$ cat config.mk
export PLATFORM = sky130hd
export DESIGN_NAME = iac_debug_unit
export DESIGN_NICKNAME = d
export VERILOG_FILES = /design/src/rtl/iac_pkg.sv /design/src/rtl/iac_cfg_regs.sv /design/src/rtl/iac_pair_cmp.sv /design/src/rtl/iac_status.sv /design/src/rtl/iac_debug_unit.sv
export SDC_FILE = /design/constraint.sdc
export NUM_CORES = 1
export LEC_CHECK = 0
export ABC_CLOCK_PERIOD_IN_PS = 7500
export BUFFER_PORTS_ARGS = -buffer_cell sky130_fd_sc_hd__buf_2
export CAP_MARGIN = 20
export CORE_ASPECT_RATIO = 2
export CORE_MARGIN = 2
export CORE_UTILIZATION = 50
export DETAILED_ROUTE_END_ITERATION = 10
export GPL_TIMING_DRIVEN = 0
export PLACE_DENSITY = 0.75
export SLEW_MARGIN = 20
export SYNTH_ARGS = -nofsm -noshare
export SYNTH_HDL_FRONTEND = slang
export SYNTH_HIERARCHICAL = 1
export SYNTH_SLANG_ARGS = --single-unit
export TNS_END_PERCENT = 50
$ cat constraint.sdc
create_clock -name clk_i -period 7.5 [get_ports clk_i]
set_input_delay 0.375 -clock clk_i [delete_from_list [all_inputs] [get_ports clk_i]]
set_output_delay 0.375 -clock clk_i [all_outputs]
set_load 0.02 [all_outputs]
$ cat src/rtl/iac_pkg.sv
package iac_pkg;
  localparam int unsigned IAC_ADDR_W  = 32;
  localparam int unsigned IAC_NUM_CMP = 4;
  localparam int unsigned IAC_REG_AW  = 3;
  localparam int unsigned IAC_LSB     = 2;

  typedef enum logic [1:0] {
    MODE_EXACT     = 2'b00,
    MODE_RSVD      = 2'b01,
    MODE_RANGE_IN  = 2'b10,
    MODE_RANGE_OUT = 2'b11
  } pair_mode_e;
endpackage

$ cat src/rtl/iac_cfg_regs.sv
module iac_cfg_regs
  import iac_pkg::*;
#(
  parameter int unsigned ADDR_W  = IAC_ADDR_W,
  parameter int unsigned NUM_CMP = IAC_NUM_CMP,
  parameter int unsigned REG_AW  = IAC_REG_AW,
  localparam int unsigned WORD_W   = ADDR_W - IAC_LSB,
  localparam int unsigned NUM_PAIR = NUM_CMP / 2
) (
  input  logic                           clk_i,
  input  logic                           rst_ni,
  input  logic                           wr_en_i,
  input  logic [REG_AW-1:0]              wr_addr_i,
  input  logic [ADDR_W-1:0]              wr_data_i,
  output logic [NUM_CMP-1:0][WORD_W-1:0] cmp_o,
  output logic [NUM_CMP-1:0]             en_o,
  output logic [NUM_PAIR-1:0][1:0]       mode_o,
  output logic [NUM_CMP-1:0]             clr_o
);
  localparam logic [REG_AW-1:0] CTRL_ADDR = REG_AW'(NUM_CMP);
  localparam logic [REG_AW-1:0] STAT_ADDR = REG_AW'(NUM_CMP + 1);

  logic ctrl_we;
  assign ctrl_we = wr_en_i && (wr_addr_i == CTRL_ADDR);

  for (genvar k = 0; k < NUM_CMP; k++) begin : g_cmp
    always_ff @(posedge clk_i or negedge rst_ni) begin
      if (!rst_ni)
        cmp_o[k] <= '0;
      else if (wr_en_i && wr_addr_i == REG_AW'(k))
        cmp_o[k] <= wr_data_i[ADDR_W-1:IAC_LSB];
    end
  end

  always_ff @(posedge clk_i or negedge rst_ni) begin
    if (!rst_ni)
      en_o <= '0;
    else if (ctrl_we)
      en_o <= wr_data_i[NUM_CMP-1:0];
  end

  for (genvar p = 0; p < NUM_PAIR; p++) begin : g_mode
    always_ff @(posedge clk_i or negedge rst_ni) begin
      if (!rst_ni)
        mode_o[p] <= MODE_EXACT;
      else if (ctrl_we)
        mode_o[p] <= wr_data_i[NUM_CMP + 2*p +: 2];
    end
  end

  assign clr_o = (wr_en_i && wr_addr_i == STAT_ADDR) ? wr_data_i[NUM_CMP-1:0] : '0;


  ctrl_only_by_write_chk: assert property (@(posedge clk_i) disable iff (!rst_ni)
    (en_o != $past(en_o)) |-> $past(ctrl_we));
endmodule

$ cat src/rtl/iac_pair_cmp.sv
module iac_pair_cmp
  import iac_pkg::*;
#(
  parameter int unsigned WORD_W = IAC_ADDR_W - IAC_LSB
) (
  input  logic              clk_i,
  input  logic              rst_ni,
  input  logic              valid_i,
  input  logic [WORD_W-1:0] addr_i,
  input  logic [WORD_W-1:0] lo_i,
  input  logic [WORD_W-1:0] hi_i,
  input  logic [1:0]        en_i,
  input  logic [1:0]        mode_i,
  output logic [1:0]        hit_o
);
  pair_mode_e mode;
  logic       in_range;
  logic [1:0] raw;

  assign mode     = pair_mode_e'(mode_i);
  assign in_range = (lo_i <= addr_i) && (addr_i < hi_i);

  always_comb begin
    unique case (mode)
      MODE_RANGE_IN:  raw = {2{in_range}};
      MODE_RANGE_OUT: raw = {2{!in_range}};
      default:        raw = {addr_i == hi_i, addr_i == lo_i};
    endcase
  end

  assign hit_o = valid_i ? (raw & en_i) : 2'b00;


  range_needs_enable_chk: assert property (@(posedge clk_i) disable iff (!rst_ni)
    (mode_i[1] && en_i == 2'b00) |-> (hit_o == 2'b00));

  hit_needs_valid_chk: assert property (@(posedge clk_i) disable iff (!rst_ni)
    (hit_o != 2'b00) |-> valid_i);
endmodule

$ cat src/rtl/iac_status.sv
module iac_status
  import iac_pkg::*;
#(
  parameter int unsigned NUM_CMP = IAC_NUM_CMP
) (
  input  logic               clk_i,
  input  logic               rst_ni,
  input  logic [NUM_CMP-1:0] hit_i,
  input  logic [NUM_CMP-1:0] clr_i,
  output logic [NUM_CMP-1:0] status_o,
  output logic               event_o
);
  logic [NUM_CMP-1:0] fresh;
  assign fresh = hit_i & ~status_o;

  always_ff @(posedge clk_i or negedge rst_ni) begin
    if (!rst_ni) begin
      status_o <= '0;
      event_o  <= 1'b0;
    end else begin
      status_o <= (status_o & ~clr_i) | hit_i;  // set wins over clear
      event_o  <= |fresh;
    end
  end

  for (genvar i = 0; i < NUM_CMP; i++) begin : g_chk

    no_silent_clear_chk: assert property (@(posedge clk_i) disable iff (!rst_ni)
      $fell(status_o[i]) |-> $past(clr_i[i]));
  end


  event_marks_new_bit_chk: assert property (@(posedge clk_i) disable iff (!rst_ni)
    event_o |-> ((status_o & ~$past(status_o)) != '0));
endmodule

$ cat src/rtl/iac_debug_unit.sv
module iac_debug_unit
  import iac_pkg::*;
#(
  parameter int unsigned ADDR_W  = IAC_ADDR_W,
  parameter int unsigned NUM_CMP = IAC_NUM_CMP,
  parameter int unsigned REG_AW  = IAC_REG_AW
) (
  input  logic               clk_i,
  input  logic               rst_ni,
  input  logic               wr_en_i,
  input  logic [REG_AW-1:0]  wr_addr_i,
  input  logic [ADDR_W-1:0]  wr_data_i,
  input  logic               ivalid_i,
  input  logic [ADDR_W-1:0]  iaddr_i,
  output logic [NUM_CMP-1:0] status_o,
  output logic               event_o
);
  localparam int unsigned WORD_W   = ADDR_W - IAC_LSB;
  localparam int unsigned NUM_PAIR = NUM_CMP / 2;

  logic [NUM_CMP-1:0][WORD_W-1:0] cmp;
  logic [NUM_CMP-1:0]             en;
  logic [NUM_PAIR-1:0][1:0]       mode;
  logic [NUM_CMP-1:0]             clr;
  logic [NUM_CMP-1:0]             hit;

  iac_cfg_regs #(.ADDR_W(ADDR_W), .NUM_CMP(NUM_CMP), .REG_AW(REG_AW)) u_regs (
    .clk_i, .rst_ni, .wr_en_i, .wr_addr_i, .wr_data_i,
    .cmp_o(cmp), .en_o(en), .mode_o(mode), .clr_o(clr)
  );

  for (genvar p = 0; p < NUM_PAIR; p++) begin : g_pair
    iac_pair_cmp #(.WORD_W(WORD_W)) u_cmp (
      .clk_i, .rst_ni,
      .valid_i(ivalid_i),
      .addr_i (iaddr_i[ADDR_W-1:IAC_LSB]),
      .lo_i   (cmp[2*p]),
      .hi_i   (cmp[2*p+1]),
      .en_i   (en[2*p +: 2]),
      .mode_i (mode[p]),
      .hit_o  (hit[2*p +: 2])
    );
  end

  iac_status #(.NUM_CMP(NUM_CMP)) u_status (
    .clk_i, .rst_ni, .hit_i(hit), .clr_i(clr), .status_o, .event_o
  );

  for (genvar i = 0; i < NUM_CMP; i++) begin : g_top_chk

    set_needs_enable_chk: assert property (@(posedge clk_i) disable iff (!rst_ni)
      $rose(status_o[i]) |-> $past(en[i]));
  end


  set_needs_valid_chk: assert property (@(posedge clk_i) disable iff (!rst_ni)
    (status_o & ~$past(status_o)) != '0 |-> $past(ivalid_i));
endmodule

==> results of run 1 <==
layout make-up:
type                       count  share of cell area
buffer                        13             0.01336
clock buffer                  21             0.04820
clock inverter                 9             0.01349
inverter                     133             0.05226
multi-input combinational    466              0.4544
sequential                   133              0.3484
tap                          204             0.02672
timing repair buffer          75             0.04322
repair_timing:
| action | in CTS | in global routing |
|---|---|---|
| endpoints found under the hold margin | 53 | 0 |
| hold buffers | 1 | 0 |
| buffers inserted | 0 | 0 |
placed cells by master (no fill, tap or decap), types with 3 or more instances in the layout:
| cell | Yosys | layout |
|---|---|---|
| mux2_2 | 121 | 121 |
| a221oi_1 | 6 | 6 |
| nor2_1 | 8 | 8 |
| o21ai_1 | 9 | 9 |
| nand4_1 | 14 | 14 |
| nand2_1 | 32 | 32 |
| and4_1 | 4 | 4 |
| ha_1 | 120 | 120 |
| buf_2 | 3 | 75 |
| buf_6 | 10 | 10 |
| dfrtp_1 | 133 | 133 |
| clkinv_2 | 0 | 3 |
| nand2b_1 | 7 | 7 |
| bufinv_16 | 0 | 3 |
| mux2_4 | 5 | 5 |
| o21ai_0 | 12 | 12 |
| nand4_2 | 6 | 6 |
| nand3_1 | 12 | 12 |
| a21o_1 | 8 | 8 |
| and2_1 | 4 | 4 |
| clkbuf_16 | 0 | 17 |
| inv_1 | 133 | 133 |
| a21oi_1 | 56 | 56 |
path summary, 6_finish.rpt:
path | start | to | cells after the start
min reg2reg | u_status/status_o[0] | u_status/status_o[0] | 1
min | wr_data_i[0] | u_regs/en_o[0] | 2
max in group asynchronous | rst_ni | u_regs/cmp_o[103] | 3
max | u_regs/cmp_o[43] | u_status/event_o | 11
max reg2reg | u_regs/cmp_o[43] | u_status/event_o | 11
min in group asynchronous | rst_ni | u_status/status_o[0] | 2
routing by layer:
layer	wire, um	up-vias
li1	-	2787
met5	0	-
met1	6483	2839
met4	1411	0
met2	10390	126
met3	543	61
worst max-delay path, cell delays in order, from the launching register on:
cell and delay [ns]:
dfrtp_1 0.34, inv_1 0.05, ha_1 0.29, nand2_1 0.08
nor4_1 0.82, o31ai_1 0.34, a21oi_1 0.29, nor4_2 0.09
xnor2_1 0.21, a21oi_1 0.13, nand2b_1 0.11, o2111ai_2 0.11
sequential cells by signal, indices dropped and copies added (netlist names):
register	count
u_regs/cmp_o	120
u_regs/en_o	4
u_regs/mode_o	4
u_status/event_o	1
u_status/status_o	4
metrics by stage:
step                      hold WS (ns)  power [mW]  cell area [um2]  utilization
after floorplan                0.07941       1.443             8295            -
after global placement          0.4724       1.624             8916       0.5481
after detailed placement        0.3241       1.663             8954       0.5504
after CTS                       0.2068       2.512             9553       0.5872
after global routing            0.2151       2.648             9553       0.5872
final                           0.2225       2.487             9553       0.5872
logic make-up after synthesis:
group                    Yosys count  share of synthesized area
AO/OA/AOI/OAI                    107                    0.07707
XOR/XNOR                           2                   0.002112
adder cells (fa/ha/maj)          120                     0.1810
buffers and inverters            146                    0.07557
flip-flops                       133                     0.4012
multiplexers                     128                     0.1760
AND/OR/NAND/NOR                  109                    0.08703
power groups by stage:
stage	clock (mW)	combinational, mW	sequential (mW)
after CTS	0.852	0.684	0.975
after detailed placement	0	0.676	0.987
after global routing	0.882	0.767	0.999
after floorplan	0	0.469	0.974
final	0.833	0.680	0.973
after global placement	0	0.646	0.979
==> impl_metrics.csv, run 1 <==
group,metric,value,unit
routing,drc,0,
timing,fin_crit,2.988,ns
clock_network,clk_latency,0.41,ns
global_routing,overflow,0,
timing,fmax,0.3346,GHz
logic_synthesis,synthCells,745,
clock_network,cts_buffer_depth,2,
run_status,status,"finished clean",
power,swShare,0.2974,
finish,fin_nets,1030,
logic_synthesis,synthArstFlopShare,1.000,
timing,slew_headroom,0.3695,
routing,wl_per_cell,17.86,um
power,power_density,260.3,nW/um2
routing,vias_per_cell,5.515,
floorplan,die_area,17700,um2
global_routing,grt_use_total,0.2304,
timing,rsz0062_at_grt,"no",
floorplan,die_y,186.2,um
logic_synthesis,yosys_register_bits,133,
power,power.switching,0.7394,mW
clock_network,path_clk_slew,0.05,ns
power,internal_power,1.747,mW
setup_path,path_max_fanout,3,
setup_path,cp-end-kind,"register",
timing,fin_crit_sh,0.3984,
timing,fin_worst_skew,0.006048,ns
power,vdd_ir_drop_max,0.1357,mV
logic_synthesis,yosysTopAreaCellShare,0.4012,
finish,diodes,0,
place,place_inst,1023,
place,io_buffers,73,
logic_synthesis,synth_fp_nets,936,
finish,multiInputGateArea,4340,um2
timing,tightest_slew,0.9371,ns
clock_network,h-tree-depth,4,
global_routing,antenna_found_initial,0,
floorplan,die_width,95.08,um
global_routing,grt_busiest_layer,"met2",
power,clockPowerShare,0.335,
clock_network,cts_made_buffers,17,
timing,setup_tns,0,ns
global_routing,globalRouteMet2Util,0.4228,
power,combinationalPowerShare,0.273,
floorplan,pin_count,76,
power,p_seq_frac,0.391,
logic_synthesis,syn-cell-area,8295,um2
finish,layout.cells.non_filler,1054,
global_routing,met1_usage,0.2243,
timing,setup_ws,4.512,ns
floorplan,initial_utilization,0.5099,
finish,layout.area.seq,3328,um2
power,leakage,4.825,nW
logic_synthesis,syn_area_per_cell,11.13,um2
place,dp_worst_setup_slack,4.392,ns
finish,fill_cells,1329,
routing,ant_nets,0,
timing,finalHoldViolCount,0,
setup_path,worstSetupPathType,"reg -> reg",
clock_network,cts_tree,"yes",
routing,routed_wl,18.83,mm
clock_network,ctsResizeCount,0,
logic_synthesis,yosysSeqAreaShare,0.4012,
global_routing,first_global_vias,6190,
logic_synthesis,synth_top_area_cell,"dfrtp_1",
global_routing,grt_pass1_wl,30.29,mm
logic_synthesis,synthDistinctLibCells,44,
finish,drive_gt1_frac,0.3118,
place,gp_congestion,0.8260,
timing,setup_viol,0,
floorplan,fp-row-count,66,
logic_synthesis,synth_flop_cell,"dfrtp_1",
run,maxCapViolations,0,
routing,drtPass1Iterations,4,
global_routing,grt_max_degree,81,
timing,drv_slew,0,
routing,via_count,5813,
logic_synthesis,synth_edf_count,0,
place,dp_hpwl,15.03,mm
setup_path,r2r_slack,4.51,ns
routing,drt-initial-drc-count,230,
global_routing,met3_usage,0.03707,
finish,synthToLayoutAreaGrowth,15.16,%
setup_path,worstPathRequired,7.78,ns
hold_path,hold_path.class,"in -> reg",
logic_synthesis,ys_warn_count,6,
floorplan,core,16270,um2
logic_synthesis,synth.area.top_cells,"dfrtp_1, ha_1, mux2_2",
clock_network,clockRootBuffer,"clkbuf_16",
clock_network,cts.sinks,133,
logic_synthesis,synthTopCellsByCount,"dfrtp_1, inv_1, mux2_2",
setup_path,start_kind,"register",
setup_path,worstPathArrival,3.27,ns
(Power assumes the default switching activity.)
==> inputs of run 2 (changes only) <==
--- a/config.mk
+++ b/config.mk
@@ -5,7 +5,8 @@
 export SDC_FILE = /design/constraint.sdc
 export NUM_CORES = 1
 export LEC_CHECK = 0
-export ABC_CLOCK_PERIOD_IN_PS = 7500
+export ABC_AREA = 1
+export ABC_CLOCK_PERIOD_IN_PS = 2800
 export BUFFER_PORTS_ARGS = -buffer_cell sky130_fd_sc_hd__buf_2
 export CAP_MARGIN = 20
 export CORE_ASPECT_RATIO = 2
==> constraint.sdc (replaced) <==
create_clock -name clk_i -period 2.8 [get_ports clk_i]
set_input_delay 0.14 -clock clk_i [delete_from_list [all_inputs] [get_ports clk_i]]
set_output_delay 0.14 -clock clk_i [all_outputs]
set_load 0.02 [all_outputs]
==> run 2 against run 1 <==
Compared with the run above: sequential share of layout area fell by 2.4 points; routed wire length rose by 27%; clock skew rose by 0.0065 ns; count of clock-buffer cells in the layout fell by 4; sequential cell count did not move.
==> impl_metrics.csv, run 2 <==
group,metric,value,unit
routing,routed_wl,23.85,mm
timing,tightest_slew,0.6612,ns
global_routing,grt_use_total,0.2611,
timing,drv_slew,0,
finish,fill_cells,1591,
logic_synthesis,synthTopCellsByCount,"nand2_1, inv_1, dfrtp_1",
setup_path,crit_chain,"inv_1 > ha_1 > nand2_1 > nor2_1 > nand4_1 > nor2_1 > a21oi_2 > nand3_1 > nand3_1 > nand2_1 > inv_1 > nand2_1 > nand2_1 > inv_1 > nand2_1",
logic_synthesis,syn-cell-area,8770,um2
run,maxCapViolations,0,
logic_synthesis,synth.area.top_cells,"dfrtp_1, nand2_1, ha_1",
logic_synthesis,synthArstFlopShare,1.000,
clock_network,h-tree-depth,4,
floorplan,core,17190,um2
power,power_density,637.7,nW/um2
finish,fin_nets,1493,
logic_synthesis,yosys_register_bits,133,
finish,synthToLayoutAreaGrowth,16.99,%
clock_network,clockRootBuffer,"clkbuf_16",
clock_network,ctsResizeCount,0,
finish,drive_gt1_frac,0.1308,
global_routing,overflow,0,
floorplan,die_y,191.3,um
setup_path,start_kind,"register",
floorplan,die_width,97.65,um
clock_network,clk_latency,0.43,ns
setup_path,slowest_stage,"dfrtp_1",
timing,setup_viol,0,
routing,ant_nets,0,
finish,layout.area.seq,3328,um2
global_routing,grt_max_degree,79,
floorplan,initial_utilization,0.5103,
finish,largest_reg_flops,120,
timing,rsz0062_at_grt,"no",
timing,fin_crit_sh,0.7918,
run_status,status,"finished clean",
finish,diodes,0,
timing,slew_headroom,0.5592,
setup_path,path_max_fanout,2,
setup_path,max_stage_delay,0.34,ns
logic_synthesis,synthCells,1186,
logic_synthesis,ys_warn_count,6,
global_routing,first_global_vias,7684,
floorplan,fp-row-count,68,
place,dp_hpwl,17.83,mm
finish,final_cell_mix,"nand2_1, inv_1, dfrtp_1",
timing,fmax,0.4511,GHz
power,leakage,6.113,nW
power,vdd_ir_drop_max,0.4453,mV
clock_network,cts_buffer_depth,2,
routing,vias_per_cell,5.228,
logic_synthesis,yosys.cell_count.top_type,"nand2_1",
logic_synthesis,yosysTopAreaCellShare,0.3795,
clock_network,cts.sinks,133,
routing,drt-initial-drc-count,544,
setup_path,worstSetupPathType,"reg -> reg",
finish,utilization,0.5970,
clock_network,postCtsSetupRepairBufs,0,
timing,fin_worst_skew,0.01252,ns
routing,drtPass1Iterations,5,
setup_path,worst_path_most_repeated_cell,"nand2_1",
logic_synthesis,yosysSeqAreaShare,0.3795,
routing,wl_per_cell,15.64,um
place,io_buffers,73,
clock_network,cts_made_buffers,17,
logic_synthesis,synth_fp_nets,1377,
global_routing,antenna_found_initial,0,
timing,finalHoldViolCount,0,
timing,fin_crit,2.217,ns
clock_network,cts_tree,"yes",
global_routing,grt_pass1_wl,37.85,mm
hold_path,hold_path.class,"in -> reg",
routing,via_count,7972,
finish,final_common_cell,"nand2_1",
clock_network,cts_hold_buf,22,
floorplan,die_area,18680,um2
logic_synthesis,synth_edf_count,0,
routing,drc,0,
logic_synthesis,synth_top_area_cell,"dfrtp_1",
floorplan,pin_count,76,
setup_path,cp-end-kind,"register",
logic_synthesis,syn_area_per_cell,7.394,um2
finish,multiInputGateArea,4533,um2
setup_path,worstPathRequired,3.13,ns
finish,largest_register,"u_regs/cmp_o",
setup_path,worstPathArrival,2.54,ns
logic_synthesis,synthDistinctLibCells,26,
clock_network,path_clk_slew,0.07,ns
place,gp_congestion,0.8896,
logic_synthesis,synth_flop_cell,"dfrtp_1",
power,finalPower,6.543,mW
## run 2: cell types whose count changed in the layout (fill, tap and decap cells not counted), moves of 10 or more
cell           delta
dlygate4sd3_1    +22
inv_2            +14
mux2_2          -121
inv_1            +47
a21oi_1          -16
buf_6            -10
buf_2            +24
nor2_1           +26
nand2_1         +425
nand3_1         +108
o21ai_0          -11
## run 2: logic make-up (layout without fill, tap and decap cells)
| kind of cell | Yosys count | in the layout | share of synthesized area |
|---|---|---|---|
| compound gates | 58 | 58 | 0.03738 |
| fa+ha+maj | 120 | 120 | 0.1712 |
| buf+inv | 231 | 360 | 0.1036 |
| flops | 133 | 133 | 0.3795 |
| simple gates | 644 | 644 | 0.3083 |
## run 2: path summary, 6_finish.rpt
check                                        from                end  slack, ns  cells after the start
worst max-delay path            u_regs/cmp_o[111]   u_status/event_o       0.58                     15
worst min-delay path                wr_data_i[23]  u_regs/cmp_o[111]      0.001                      3
worst max register to register  u_regs/cmp_o[111]   u_status/event_o       0.58                     15
worst min register to register   u_regs/cmp_o[46]   u_regs/cmp_o[46]       0.47                      2
max in group asynchronous                  rst_ni    u_regs/cmp_o[5]       1.80                      3
min in group asynchronous                  rst_ni   u_regs/cmp_o[41]       0.23                      2
## run 2: area by class of cell
class	instances	area share
multi-input cells	822	0.4418
flip-flops and latches	133	0.3244
inverters	196	0.07171
repair buffers	97	0.06171
clock buffers	17	0.04146
well taps	210	0.02561
plain buffers	35	0.01683
clock inverters	15	0.01646
## run 2: worst max-delay path: cells and delay by family (launching register included)
kind | cells | cell delay, ns
AOI/OAI and AO/OA | 1 | 0.11
buffers and inverters | 3 | 0.13
adders and majority gates | 1 | 0.28
DFF | 1 | 0.34
and+or+nand+nor | 10 | 1.26
## run 2: layer usage
metal,vias up,track usage,share of wire
li1,3936,-,-
met1,3731,0.2799,0.37
met2,238,0.4923,0.55
met3,67,0.03803,0.038
met4,0,0.1298,0.042
met5,-,0,0
## run 2: stage by stage
stage                     cells  setup TNS [ns]  area (um2)  hold WS [ns]  worst slack [ns]
after floorplan            1186               0        8770       -0.1556             1.047
after global placement     1469          -39.94        9398        0.3885           -0.3194
after detailed placement   1470               0        9435        0.1003            0.6226
after CTS                  1524               0       10250      0.001434            0.6093
after global routing       1525               0       10260      0.009761            0.4701
final                      1525               0       10260      0.001170            0.5830
## run 2: report_power, final
| group | switching [mW] | total (mW) | internal [mW] |
|---|---|---|---|
| clock | 0.930 | 2.26 | 1.33 |
| sequential | 0.211 | 2.51 | 2.30 |
| combinational | 1.09 | 1.77 | 0.678 |
